File: config.mk
export PLATFORM = sky130hd
export DESIGN_NAME = xfer_chain_ctrl
export DESIGN_NICKNAME = d
export VERILOG_FILES = /design/src/rtl/xcc_pkg.sv /design/src/rtl/xcc_seq.sv /design/src/rtl/xcc_decide.sv /design/src/rtl/xcc_enable_reg.sv /design/src/rtl/xfer_chain_ctrl.sv
export SDC_FILE = /design/constraint.sdc
export NUM_CORES = 1
export LEC_CHECK = 0
export BUFFER_PORTS_ARGS = -buffer_cell sky130_fd_sc_hd__buf_2
export CELL_PAD_IN_SITES_DETAIL_PLACEMENT = 1
export CELL_PAD_IN_SITES_GLOBAL_PLACEMENT = 1
export CORE_ASPECT_RATIO = 0.8
export CORE_UTILIZATION = 33
export CTS_CLUSTER_DIAMETER = 30
export DETAILED_ROUTE_END_ITERATION = 8
export PLACE_DENSITY_LB_ADDON = 0.1
export SLEW_MARGIN = 20
export SYNTH_ARGS = -nofsm -noshare
export SYNTH_HDL_FRONTEND = slang
export SYNTH_HIERARCHICAL = 1
export SYNTH_SLANG_ARGS = --single-unit
File: constraint.sdc
create_clock -name clk -period 3.04 [get_ports clk]
set_clock_uncertainty 0.2 [all_clocks]
set_input_delay 0.456 -clock clk [delete_from_list [all_inputs] [get_ports clk]]
set_output_delay 0.456 -clock clk [all_outputs]
set_load 0.01 [all_outputs]
File: src/rtl/xcc_pkg.sv
package xcc_pkg;

    localparam int WORD_W    = 32;
    localparam int CNT_W     = 16;
    localparam int SET_BYTES = 16;
    localparam int INFO_BEATS = 3;

    typedef enum logic [2:0] {
        ST_IDLE,
        ST_READ_INFO,
        ST_READ_DATA,
        ST_WRITE_DATA,
        ST_WRITE_BACK,
        ST_DECIDE
    } xcc_state_e;

    typedef struct packed {
        logic chain_en;
        logic irq_pass;
        logic chain_on_zero;
    } xcc_mode_t;

    function automatic xcc_mode_t decode_mode(input logic [7:0] mb);
        xcc_mode_t m;
        m.chain_en      = mb[7];
        m.irq_pass      = mb[6];
        m.chain_on_zero = mb[5];
        return m;
    endfunction

endpackage

File: src/rtl/xcc_seq.sv
module xcc_seq
    import xcc_pkg::*;
#(
    parameter int            NSRC       = 8,
    parameter int            AW         = 32,
    parameter int            SLOT_SHIFT = 8,
    parameter logic [AW-1:0] INFO_BASE  = '0,
    localparam int           SW         = $clog2(NSRC)
) (
    input  logic              clk,
    input  logic              rst_n,
    input  logic              act_req,
    input  logic [SW-1:0]     act_src,
    input  logic [NSRC-1:0]   en_q,
    input  logic              do_chain,
    output logic              mem_req,
    output logic              mem_we,
    output logic [AW-1:0]     mem_addr,
    output logic [WORD_W-1:0] mem_wdata,
    input  logic [WORD_W-1:0] mem_rdata,
    input  logic              mem_ready,
    output logic              in_decide,
    output logic [SW-1:0]     cur_src,
    output logic [7:0]        mode_byte,
    output logic [CNT_W-1:0]  cnt_now
);

    xcc_state_e state_q, state_d;

    logic [1:0]        widx_q;
    logic [AW-1:0]     ptr_q;
    logic [AW-1:0]     sar_q;
    logic [AW-1:0]     dar_q;
    logic [WORD_W-1:0] w0_q;
    logic [WORD_W-1:0] data_q;
    logic [SW-1:0]     src_q;
    logic              start;
    logic              beat;
    logic [CNT_W-1:0]  cnt_dec;

    assign start   = (state_q == ST_IDLE) && act_req && en_q[act_src];
    assign beat    = mem_req && mem_ready;
    assign cnt_dec = w0_q[CNT_W-1:0] - CNT_W'(1);

    // next state
    always_comb begin
        state_d = state_q;
        unique case (state_q)
            ST_IDLE:       if (start) state_d = ST_READ_INFO;
            ST_READ_INFO:  if (beat && widx_q == 2'(INFO_BEATS - 1)) state_d = ST_READ_DATA;
            ST_READ_DATA:  if (beat) state_d = ST_WRITE_DATA;
            ST_WRITE_DATA: if (beat) state_d = ST_WRITE_BACK;
            ST_WRITE_BACK: if (beat) state_d = ST_DECIDE;
            ST_DECIDE:     state_d = do_chain ? ST_READ_INFO : ST_IDLE;
            default:       state_d = ST_IDLE;
        endcase
    end

    // state register and datapath registers
    always_ff @(posedge clk or negedge rst_n) begin
        if (!rst_n) begin
            state_q <= ST_IDLE;
            widx_q  <= '0;
            ptr_q   <= '0;
            sar_q   <= '0;
            dar_q   <= '0;
            w0_q    <= '0;
            data_q  <= '0;
            src_q   <= '0;
        end else begin
            state_q <= state_d;
            unique case (state_q)
                ST_IDLE: if (start) begin
                    ptr_q  <= INFO_BASE + (AW'(act_src) << SLOT_SHIFT);
                    src_q  <= act_src;
                    widx_q <= '0;
                end
                ST_READ_INFO: if (beat) begin
                    unique case (widx_q)
                        2'd0:    w0_q  <= mem_rdata;
                        2'd1:    sar_q <= mem_rdata[AW-1:0];
                        default: dar_q <= mem_rdata[AW-1:0];
                    endcase
                    widx_q <= (widx_q == 2'(INFO_BEATS - 1)) ? 2'd0 : widx_q + 2'd1;
                end
                ST_READ_DATA:  if (beat) data_q <= mem_rdata;
                ST_WRITE_DATA: ;
                ST_WRITE_BACK: if (beat) w0_q[CNT_W-1:0] <= cnt_dec;
                ST_DECIDE: if (do_chain) begin
                    ptr_q  <= ptr_q + AW'(SET_BYTES);
                    widx_q <= '0;
                end
                default: ;
            endcase
        end
    end

    // outputs
    always_comb begin
        mem_req   = 1'b0;
        mem_we    = 1'b0;
        mem_addr  = '0;
        mem_wdata = '0;
        unique case (state_q)
            ST_IDLE: ;
            ST_READ_INFO: begin
                mem_req  = 1'b1;
                mem_addr = ptr_q + AW'({widx_q, 2'b00});
            end
            ST_READ_DATA: begin
                mem_req  = 1'b1;
                mem_addr = sar_q;
            end
            ST_WRITE_DATA: begin
                mem_req   = 1'b1;
                mem_we    = 1'b1;
                mem_addr  = dar_q;
                mem_wdata = data_q;
            end
            ST_WRITE_BACK: begin
                mem_req   = 1'b1;
                mem_we    = 1'b1;
                mem_addr  = ptr_q;
                mem_wdata = {w0_q[WORD_W-1:CNT_W], cnt_dec};
            end
            ST_DECIDE: ;
            default: ;
        endcase
    end

    assign in_decide = (state_q == ST_DECIDE);
    assign cur_src   = src_q;
    assign mode_byte = w0_q[WORD_W-1:WORD_W-8];
    assign cnt_now   = w0_q[CNT_W-1:0];


    req_hold_chk: assert property (@(posedge clk) disable iff (!rst_n)
        (mem_req && !mem_ready) |=> (mem_req && $stable(mem_addr) && $stable(mem_we)
                                     && $stable(mem_wdata)));


    accept_gate_chk: assert property (@(posedge clk) disable iff (!rst_n)
        ($rose(mem_req) && $past(state_q == ST_IDLE)) |-> $past(act_req && en_q[act_src]));


    chain_next_chk: assert property (@(posedge clk) disable iff (!rst_n)
        (in_decide && do_chain) |=> (mem_req && !mem_we
                                     && mem_addr == $past(ptr_q) + AW'(SET_BYTES)));

endmodule

File: src/rtl/xcc_decide.sv
module xcc_decide
    import xcc_pkg::*;
(
    input  logic             in_decide,
    input  logic [7:0]       mode_byte,
    input  logic [CNT_W-1:0] cnt_now,
    output logic             do_chain,
    output logic             src_clr,
    output logic             cpu_irq,
    output logic             en_clr
);

    xcc_mode_t mode;
    logic      cnt_zero;
    logic      finish;

    always_comb begin
        mode     = decode_mode(mode_byte);
        cnt_zero = (cnt_now == '0);
        finish   = in_decide && !mode.chain_en;
        do_chain = in_decide && mode.chain_en && (!mode.chain_on_zero || cnt_zero);
        en_clr   = finish && cnt_zero;
        cpu_irq  = finish && (mode.irq_pass || cnt_zero);
        src_clr  = finish && !mode.irq_pass && !cnt_zero;
    end

endmodule

File: src/rtl/xcc_enable_reg.sv
module xcc_enable_reg #(
    parameter int  NSRC = 8,
    localparam int SW   = $clog2(NSRC)
) (
    input  logic            clk,
    input  logic            rst_n,
    input  logic            en_wr,
    input  logic [NSRC-1:0] en_wdata,
    input  logic            en_clr,
    input  logic [SW-1:0]   clr_src,
    output logic [NSRC-1:0] en_q
);

    logic [NSRC-1:0] clr_mask;
    logic [NSRC-1:0] en_d;

    always_comb begin
        clr_mask = '0;
        if (en_clr) clr_mask[clr_src] = 1'b1;
        en_d = (en_wr ? en_wdata : en_q) & ~clr_mask;
    end

    always_ff @(posedge clk or negedge rst_n) begin
        if (!rst_n) en_q <= '0;
        else        en_q <= en_d;
    end


    en_clear_wins_chk: assert property (@(posedge clk) disable iff (!rst_n)
        en_clr |=> ((en_q & $past(clr_mask)) == '0));


    en_hold_chk: assert property (@(posedge clk) disable iff (!rst_n)
        (!en_clr && !en_wr) |=> $stable(en_q));

endmodule

File: src/rtl/xfer_chain_ctrl.sv
module xfer_chain_ctrl
    import xcc_pkg::*;
#(
    parameter int            NSRC       = 8,
    parameter int            AW         = 32,
    parameter int            SLOT_SHIFT = 8,
    parameter logic [AW-1:0] INFO_BASE  = '0,
    localparam int           SW         = $clog2(NSRC)
) (
    input  logic              clk,
    input  logic              rst_n,
    input  logic              act_req,
    input  logic [SW-1:0]     act_src,
    input  logic              en_wr,
    input  logic [NSRC-1:0]   en_wdata,
    output logic [NSRC-1:0]   en_q,
    output logic              mem_req,
    output logic              mem_we,
    output logic [AW-1:0]     mem_addr,
    output logic [WORD_W-1:0] mem_wdata,
    input  logic [WORD_W-1:0] mem_rdata,
    input  logic              mem_ready,
    output logic              src_clr,
    output logic [SW-1:0]     src_clr_id,
    output logic              cpu_irq,
    output logic [SW-1:0]     cpu_irq_id
);

    logic             in_decide;
    logic             do_chain;
    logic             en_clr;
    logic [SW-1:0]    cur_src;
    logic [7:0]       mode_byte;
    logic [CNT_W-1:0] cnt_now;

    xcc_seq #(
        .NSRC(NSRC), .AW(AW), .SLOT_SHIFT(SLOT_SHIFT), .INFO_BASE(INFO_BASE)
    ) u_seq (
        .clk(clk), .rst_n(rst_n),
        .act_req(act_req), .act_src(act_src), .en_q(en_q),
        .do_chain(do_chain),
        .mem_req(mem_req), .mem_we(mem_we), .mem_addr(mem_addr),
        .mem_wdata(mem_wdata), .mem_rdata(mem_rdata), .mem_ready(mem_ready),
        .in_decide(in_decide), .cur_src(cur_src),
        .mode_byte(mode_byte), .cnt_now(cnt_now)
    );

    xcc_decide u_decide (
        .in_decide(in_decide), .mode_byte(mode_byte), .cnt_now(cnt_now),
        .do_chain(do_chain), .src_clr(src_clr), .cpu_irq(cpu_irq), .en_clr(en_clr)
    );

    xcc_enable_reg #(.NSRC(NSRC)) u_enable (
        .clk(clk), .rst_n(rst_n),
        .en_wr(en_wr), .en_wdata(en_wdata),
        .en_clr(en_clr), .clr_src(cur_src), .en_q(en_q)
    );

    assign src_clr_id = cur_src;
    assign cpu_irq_id = cur_src;


    event_excl_chk: assert property (@(posedge clk) disable iff (!rst_n)
        !(src_clr && cpu_irq));


    event_window_chk: assert property (@(posedge clk) disable iff (!rst_n)
        (src_clr || cpu_irq) |-> (in_decide && !mem_req));


    chain_silent_chk: assert property (@(posedge clk) disable iff (!rst_n)
        do_chain |-> (!src_clr && !cpu_irq && !en_clr));

endmodule

==> results_tabular.tex, run 1 <==
\begin{tabular}{lr}
\hline
Metric & Value \\
\hline
\multicolumn{2}{l}{\textbf{STA}} \\
Actual slew at the worst max-slew pin & 0.830 ns \\
Unrepaired setup endpoints after global routing & true \\
Count of final setup violators & 0 \\
Hold WS & 0.0656 ns \\
Least setup slack across all paths after layout & 0.0114 ns \\
Time the final worst path needs with I/O delays and setup & 3.03 ns \\
Relative slew slack & 0.445 \\
Number of max-slew violations in the final report & 0 \\
Highest Clock Rate & 330 MHz \\
Share of the cycle needed by the critical path after routing & 0.996 \\
Final-report hold violation count & 0 \\
Sum Neg Setup Slack & 0 ns \\
\multicolumn{2}{l}{\textbf{Place}} \\
Placed Instance Area & 10200 µm² \\
Weighted congestion reported at the end of routability-driven placement & 0.759 \\
Setup WS pre-CTS & 0.100 ns \\
IO buf count & 129 \\
Post-detail-place hpwl & 19.1 mm \\
\multicolumn{2}{l}{\textbf{Worst setup path}} \\
Critical path endpoint category & output port \\
Startpoint kind of the worst setup timing path & register \\
Largest fanout of any net on the critical path & 3 \\
Worst r2r dst & u\_seq/ptr\_q[26] \\
Slack of the worst reg-to-reg path & 0.16 ns \\
Worst path required time & 2.38 ns \\
Source of the worst register-to-register timing path & u\_seq/w0\_q[1] \\
FF-to-FF path depth & 11 \\
Category of the critical setup timing path & reg2out \\
CP Data Arrival Time & 2.37 ns \\
\multicolumn{2}{l}{\textbf{Routing}} \\
Average routed wire per standard cell & 20.0 µm \\
Drt total wl & 27.2 mm \\
Total number of vias & 6924 \\
Number of nets with antenna violations after routing & 0 \\
Drt first-iter violations & 378 \\
Initial DRT Pass Iterations & 5 \\
Routed vias/inst & 5.09 \\
Remaining DRCs & 0 \\
\multicolumn{2}{l}{\textbf{Worst hold path}} \\
Source of the worst hold timing path & mem\_rdata[28] \\
Endpoint of the worst hold-timing path & u\_seq/w0\_q[28] \\
Worst min path class & in2reg \\
Worst hold path depth & 3 \\
\multicolumn{2}{l}{\textbf{CTS}} \\
Clock transition at the registers of the reported paths & 0.07 ns \\
Root Buffer & sky130\_fd\_sc\_hd\_\_clkbuf\_16 \\
TritonCTS clock tree & done \\
Cts bufs inserted & 17 \\
Count of H-tree levels built during CTS & 4 \\
Deepest clock path buffer count & 2 \\
Worst skew pair latency & 0.44 ns \\
Clk sinks & 172 \\
\multicolumn{2}{l}{\textbf{Die}} \\
Starting density of the core & 0.341 \\
Die outline width & 187 µm \\
Die Height & 150 µm \\
Ports placed on the boundary & 130 \\
Count of standard-cell rows & 53 \\
Area of the die & 28100 µm² \\
Placeable core area & 26600 µm² \\
\multicolumn{2}{l}{\textbf{Cells and area}} \\
Layout area overhead & 21.6\% \\
Share of cells above drive strength 1 & 0.377 \\
Total number of nets in the final design & 1039 \\
Non-Filler Cell Area, Final & 11000 µm² \\
ANT cells & 0 \\
Final Core Density & 0.414 \\
Number of filler instances in the final layout & 2948 \\
\multicolumn{2}{l}{\textbf{Power and ir drop}} \\
Leakage power summed over all cells & 5.10 nW \\
VDD IR max & 0.479 mV \\
PD cells & 972 nW/µm² \\
\multicolumn{2}{l}{\textbf{GRT}} \\
Global Route met3 Usage & 0.0389 \\
Antenna violations before repair & 0 \\
Most Used Layer, Global Route & met1 \\
Met1 track demand over resource & 0.300 \\
Largest net degree at the start of global routing & 54 \\
Global-route wire length before repair & 43.2 mm \\
Total track usage & 0.202 \\
Number of global-route vias before repair & 7134 \\
GR Overflow Total & 0 \\
M2 GR Usage & 0.297 \\
\multicolumn{2}{l}{\textbf{Yosys}} \\
Netlist area before placement & 9060 µm² \\
Warnings, synthesis & 6 \\
Post-synthesis average cell area & 10.6 µm² \\
Post-Synthesis Net Count & 904 \\
Instance count of the mapped netlist & 854 \\
\multicolumn{2}{l}{\textbf{Status}} \\
Outcome & complete, no violations \\
\multicolumn{2}{l}{\textbf{Run}} \\
Max cap viols & 0 \\
\hline
\end{tabular}
-- layer usage --
metal	up-vias	routed length, µm
met3	16	929
met2	113	11900
met4	0	332
met5	-	0
li1	3256	-
met1	3539	14100
-- how the worst max path moves through the flow --
stage                     startpoint              end
floorplan           u_seq/state_q[1]  u_seq/ptr_q[23]
global placement       u_seq/w0_q[4]  u_seq/ptr_q[25]
detailed placement    u_seq/w0_q[15]  u_seq/ptr_q[31]
CTS                    u_seq/w0_q[1]    mem_wdata[14]
global route           u_seq/w0_q[5]    mem_wdata[10]
finish                 u_seq/w0_q[1]    mem_wdata[13]
-- cells in the final DEF, fill, tap and decap left out, types with 4 or more instances in the layout --
cell	n
sky130_fd_sc_hd__a22oi_1	6
sky130_fd_sc_hd__xor2_1	9
sky130_fd_sc_hd__a22o_1	16
sky130_fd_sc_hd__xnor2_1	26
sky130_fd_sc_hd__o21ai_0	54
sky130_fd_sc_hd__nand2_1	117
sky130_fd_sc_hd__buf_2	128
sky130_fd_sc_hd__nor3_1	7
sky130_fd_sc_hd__dfrtp_1	169
sky130_fd_sc_hd__a31oi_1	5
sky130_fd_sc_hd__nor4_4	5
sky130_fd_sc_hd__nor3_4	4
sky130_fd_sc_hd__nor4_2	8
sky130_fd_sc_hd__buf_12	6
sky130_fd_sc_hd__a21oi_1	17
sky130_fd_sc_hd__clkbuf_16	17
sky130_fd_sc_hd__inv_1	8
sky130_fd_sc_hd__o22ai_1	9
sky130_fd_sc_hd__o21ai_1	5
sky130_fd_sc_hd__nor4_1	4
sky130_fd_sc_hd__nand2b_1	7
sky130_fd_sc_hd__nand3_1	13
sky130_fd_sc_hd__or3_1	4
sky130_fd_sc_hd__buf_4	54
sky130_fd_sc_hd__clkbuf_8	4
sky130_fd_sc_hd__nand4_1	6
sky130_fd_sc_hd__nor2_1	51
sky130_fd_sc_hd__mux2i_1	47
sky130_fd_sc_hd__mux2_2	107
-- what timing repair did --
action,4_1_cts,5_1_grt
setup endpoints to repair,6,23
hold endpoints to repair,49,0
resized for setup,12,16
buffers inserted,10,5
hold buffers,1,0
pin swaps,5,5
-- state kept, by name, summed over array words and instances (netlist names) --
register	count
u_seq/dar_q	32
u_seq/cur_src	3
u_seq/w0_q	32
u_seq/ptr_q	28
u_seq/widx_q	2
u_enable/en_q	8
u_seq/state_q	3
u_seq/data_q	32
u_seq/sar_q	32
-- where the power goes --
part / internal, mW / switching, mW / leakage (nW)
Sequential: 3.30 / 0.824 / 2.13
Clock: 1.23 / 0.963 / 0.282
Combinational: 2.02 / 2.38 / 2.68
Total: 6.54 / 4.16 / 5.10
-- critical path, cell delays in order (launching register included) --
cell                       delay, ns
sky130_fd_sc_hd__dfrtp_2        0.42
sky130_fd_sc_hd__buf_4          0.16
sky130_fd_sc_hd__nor3_4         0.19
sky130_fd_sc_hd__nand4b_1       0.20
sky130_fd_sc_hd__or4_4          0.51
sky130_fd_sc_hd__xor2_4         0.18
sky130_fd_sc_hd__o21ai_2        0.13
sky130_fd_sc_hd__buf_2          0.14
-- per-stage QoR --
stage	power, mW	cells
floorplan	6.91	854
global placement	8.32	1311
detailed placement	8.41	1311
CTS	10.8	1354
global route	11.5	1359
finish	10.7	1359
-- area by class of cell --
type | instances | area, µm² | area share
timing repair buffer | 192 | 1210 | 0.110
inverter | 11 | 41.3 | 0.00375
tap | 357 | 447 | 0.0405
multi-input combinational | 595 | 4420 | 0.402
sequential | 172 | 4310 | 0.391
clock inverter | 10 | 104 | 0.00943
clock buffer | 22 | 484 | 0.0439
Power figures use the tool's default switching activity.
==> run 2, diff against run 1 <==
Settings changed: CORE_MARGIN set to 8, CTS_CLUSTER_DIAMETER 30 to unset, PLACE_DENSITY set to 0.71, PLACE_DENSITY_LB_ADDON 0.1 to unset.
==> run 2 against run 1 <==
The run now ends with negative setup slack left. First-iteration DRC count up 25%. Critical path type unchanged. Register-to-register slack got worse by 0.11 ns. Total power rose by 0.46%. Sequential power increased by 2%. Count of clock-buffer cells in the layout fell by 4. Critical path depth unchanged. Routed wire length is 3.2% higher. Sequential share of layout area is 0.065 points higher. Combinational power hardly changed. Final area shrank 0.14%. Largest power group unchanged. Utilization shrank 0.92 points. Die area grew 17%.
==> results_tabular.tex, run 2 (synthesis results as in run 1) <==
\begin{tabular}{lr}
\hline
Metric & Value \\
\hline
\multicolumn{2}{l}{\textbf{Worst hold path}} \\
Endpoint of the worst hold-timing path & u\_seq/w0\_q[25] \\
Worst hold path depth & 3 \\
Worst min path class & in2reg \\
Source of the worst hold timing path & mem\_rdata[25] \\
\multicolumn{2}{l}{\textbf{Power and ir drop}} \\
Sw Share & 0.396 \\
Clock share of power & 0.201 \\
Sw power & 4.26 mW \\
Portion of total power attributed to sequential cells & 0.391 \\
Gate power share & 0.408 \\
VDD IR max & 0.520 mV \\
Leakage power summed over all cells & 5.09 nW \\
PD cells & 978 nW/µm² \\
Internal Pwr Total & 6.49 mW \\
\multicolumn{2}{l}{\textbf{CTS}} \\
Deepest clock path buffer count & 2 \\
Count of H-tree levels built during CTS & 4 \\
Clk sinks & 172 \\
Cts bufs inserted & 17 \\
Root Buffer & sky130\_fd\_sc\_hd\_\_clkbuf\_16 \\
Clock transition at the registers of the reported paths & 0.07 ns \\
Worst skew pair latency & 0.43 ns \\
TritonCTS clock tree & done \\
\multicolumn{2}{l}{\textbf{Routing}} \\
Initial DRT Pass Iterations & 5 \\
Routed vias/inst & 5.15 \\
Total number of vias & 7045 \\
Drt first-iter violations & 474 \\
Average routed wire per standard cell & 20.6 µm \\
Remaining DRCs & 0 \\
Number of nets with antenna violations after routing & 0 \\
Drt total wl & 28.1 mm \\
\multicolumn{2}{l}{\textbf{STA}} \\
Unrepaired setup endpoints after global routing & true \\
Actual slew at the worst max-slew pin & 0.758 ns \\
Share of the cycle needed by the critical path after routing & 1.01 \\
Final-report hold violation count & 0 \\
Sum Neg Setup Slack & -0.0847 ns \\
Number of max-slew violations in the final report & 0 \\
Count of final setup violators & 3 \\
Highest Clock Rate & 324 MHz \\
Relative slew slack & 0.493 \\
Least setup slack across all paths after layout & -0.0427 ns \\
Time the final worst path needs with I/O delays and setup & 3.08 ns \\
\multicolumn{2}{l}{\textbf{Die}} \\
Ports placed on the boundary & 130 \\
Starting density of the core & 0.334 \\
Die Height & 164 µm \\
Die outline width & 201 µm \\
Count of standard-cell rows & 54 \\
Placeable core area & 27200 µm² \\
Area of the die & 33100 µm² \\
\multicolumn{2}{l}{\textbf{Worst setup path}} \\
Worst path required time & 2.38 ns \\
Category of the critical setup timing path & reg2out \\
Worst r2r dst & u\_seq/ptr\_q[26] \\
Startpoint kind of the worst setup timing path & register \\
Count of buffer and inverter cells on the critical path & 2 \\
Critical path endpoint category & output port \\
Worst path slowest cell & sky130\_fd\_sc\_hd\_\_or4\_4 \\
Source of the worst register-to-register timing path & u\_seq/w0\_q[6] \\
CP startpoint & u\_seq/w0\_q[6] \\
Series of cell instances along the critical path & buf\_6 -> nor4\_4 -> nand4b\_1 -> or4\_4 -> xor2\_2 -> o21ai\_1 -> buf\_2 \\
Cell type group with the largest total delay on the critical path & simple AND/OR/NAND/NOR gates \\
CP Data Arrival Time & 2.43 ns \\
Delay contributed by the slowest stage of the critical path & 0.50 ns \\
Largest fanout of any net on the critical path & 7 \\
FF-to-FF path depth & 9 \\
Slack of the worst reg-to-reg path & 0.05 ns \\
\multicolumn{2}{l}{\textbf{Cells and area}} \\
Non-Filler Cell Area, Final & 11000 µm² \\
Most common cell after layout, fill and taps aside & sky130\_fd\_sc\_hd\_\_dfrtp\_1 \\
Layout area overhead & 21.4\% \\
Number of filler instances in the final layout & 3029 \\
Share of cells above drive strength 1 & 0.378 \\
Total number of nets in the final design & 1039 \\
Most frequent cells in the layout & sky130\_fd\_sc\_hd\_\_dfrtp\_1, sky130\_fd\_sc\_hd\_\_buf\_2, sky130\_fd\_sc\_hd\_\_nand2\_1, sky130\_fd\_sc\_hd\_\_mux2\_2, sky130\_fd\_sc\_hd\_\_o21ai\_0 \\
\multicolumn{2}{l}{\textbf{Place}} \\
Placed Instance Area & 10100 µm² \\
IO buf count & 129 \\
Weighted congestion reported at the end of routability-driven placement & 0.824 \\
Post-detail-place hpwl & 20.1 mm \\
\multicolumn{2}{l}{\textbf{GRT}} \\
Largest net degree at the start of global routing & 63 \\
Global-route wire length before repair & 44.5 mm \\
Total track usage & 0.171 \\
Antenna violations before repair & 1 \\
GR Overflow Total & 0 \\
Number of global-route vias before repair & 7566 \\
\multicolumn{2}{l}{\textbf{Status}} \\
Outcome & complete, but fails checks \\
Failing checks & negative setup slack \\
\multicolumn{2}{l}{\textbf{Run}} \\
Max cap viols & 0 \\
\hline
\end{tabular}
[run 2: changes by cell type in the layout (fill, tap and decap cells not counted), moves of 2 or more]
cell,previous run,this run
sky130_fd_sc_hd__buf_4,54,50
sky130_fd_sc_hd__buf_6,3,8
sky130_fd_sc_hd__clkbuf_8,4,1
sky130_fd_sc_hd__clkinvlp_4,3,5
sky130_fd_sc_hd__inv_6,3,5
[run 2: timing repair]
action	CTS	global route
resized for setup	14	17
buffers inserted	9	12
endpoints found under the hold margin	58	0
hold buffers	1	0
setup endpoints to repair	7	16
pin swaps	6	9
[run 2: final cells by class]
cell class,instances,area (µm²),area share
clock inverter,14,133,0.0121
antenna,1,2.50,0.000227
inverter,11,41.3,0.00375
sequential,172,4310,0.392
timing repair buffer,192,1220,0.111
multi-input combinational,595,4410,0.400
clock buffer,18,439,0.0399
tap,364,455,0.0414
[run 2: how the worst max path moves through the flow]
stage / slack (ns) / endpoint / cells after the start
floorplan: 0.27 / u_seq/ptr_q[23] / 13
global placement: 0.26 / u_seq/ptr_q[11] / 8
detailed placement: 0.14 / u_seq/ptr_q[11] / 8
CTS: -0.03 / mem_wdata[14] / 8
global route: -0.12 / mem_wdata[15] / 7
finish: -0.04 / mem_wdata[13] / 7
[run 2: metal layers]
metal | track usage | share of wire | up-vias
li1 | - | - | 3265
met1 | 0.237 | 0.48 | 3598
met2 | 0.261 | 0.45 | 156
met3 | 0.0503 | 0.057 | 26
met4 | 0.0408 | 0.013 | 0
met5 | 0 | 0 | -
[run 2: power groups by stage]
stage          Combinational [mW]  Clock [mW]  Sequential (mW)
2_1_floorplan                2.99           0             3.91
3_3_place_gp                 4.04           0             4.15
3_5_place_dp                 4.14           0             4.22
4_1_cts                      4.29        2.21             4.18
5_1_grt                      4.82        2.31             4.37
6_report                     4.39        2.16             4.21
[run 2: worst reg2reg max path: stages (launching register included)]
cell and delay [ns]:
sky130_fd_sc_hd__dfrtp_1 0.41, sky130_fd_sc_hd__buf_4 0.14, sky130_fd_sc_hd__nor4_1 0.44, sky130_fd_sc_hd__nand4_1 0.30, sky130_fd_sc_hd__a21oi_2 0.22, sky130_fd_sc_hd__and4b_2 0.31, sky130_fd_sc_hd__nand3_2 0.25, sky130_fd_sc_hd__nor4_1 0.40
sky130_fd_sc_hd__xnor2_1 0.17, sky130_fd_sc_hd__nor2_1 0.06
[run 2: per-stage QoR]
| step | hold WS (ns) | cells | worst slack [ns] | util | power (mW) |
|---|---|---|---|---|---|
| detailed placement | 0.267 | 1312 | 0.139 | 0.372 | 8.36 |
| global route | 0.0656 | 1366 | -0.120 | 0.405 | 11.5 |
| finish | 0.0601 | 1367 | -0.0427 | 0.405 | 10.8 |
| CTS | 0.0460 | 1354 | -0.0258 | 0.397 | 10.7 |
| global placement | 0.258 | 1312 | 0.260 | 0.372 | 8.19 |
| floorplan | -0.0396 | 854 | 0.274 | - | 6.91 |
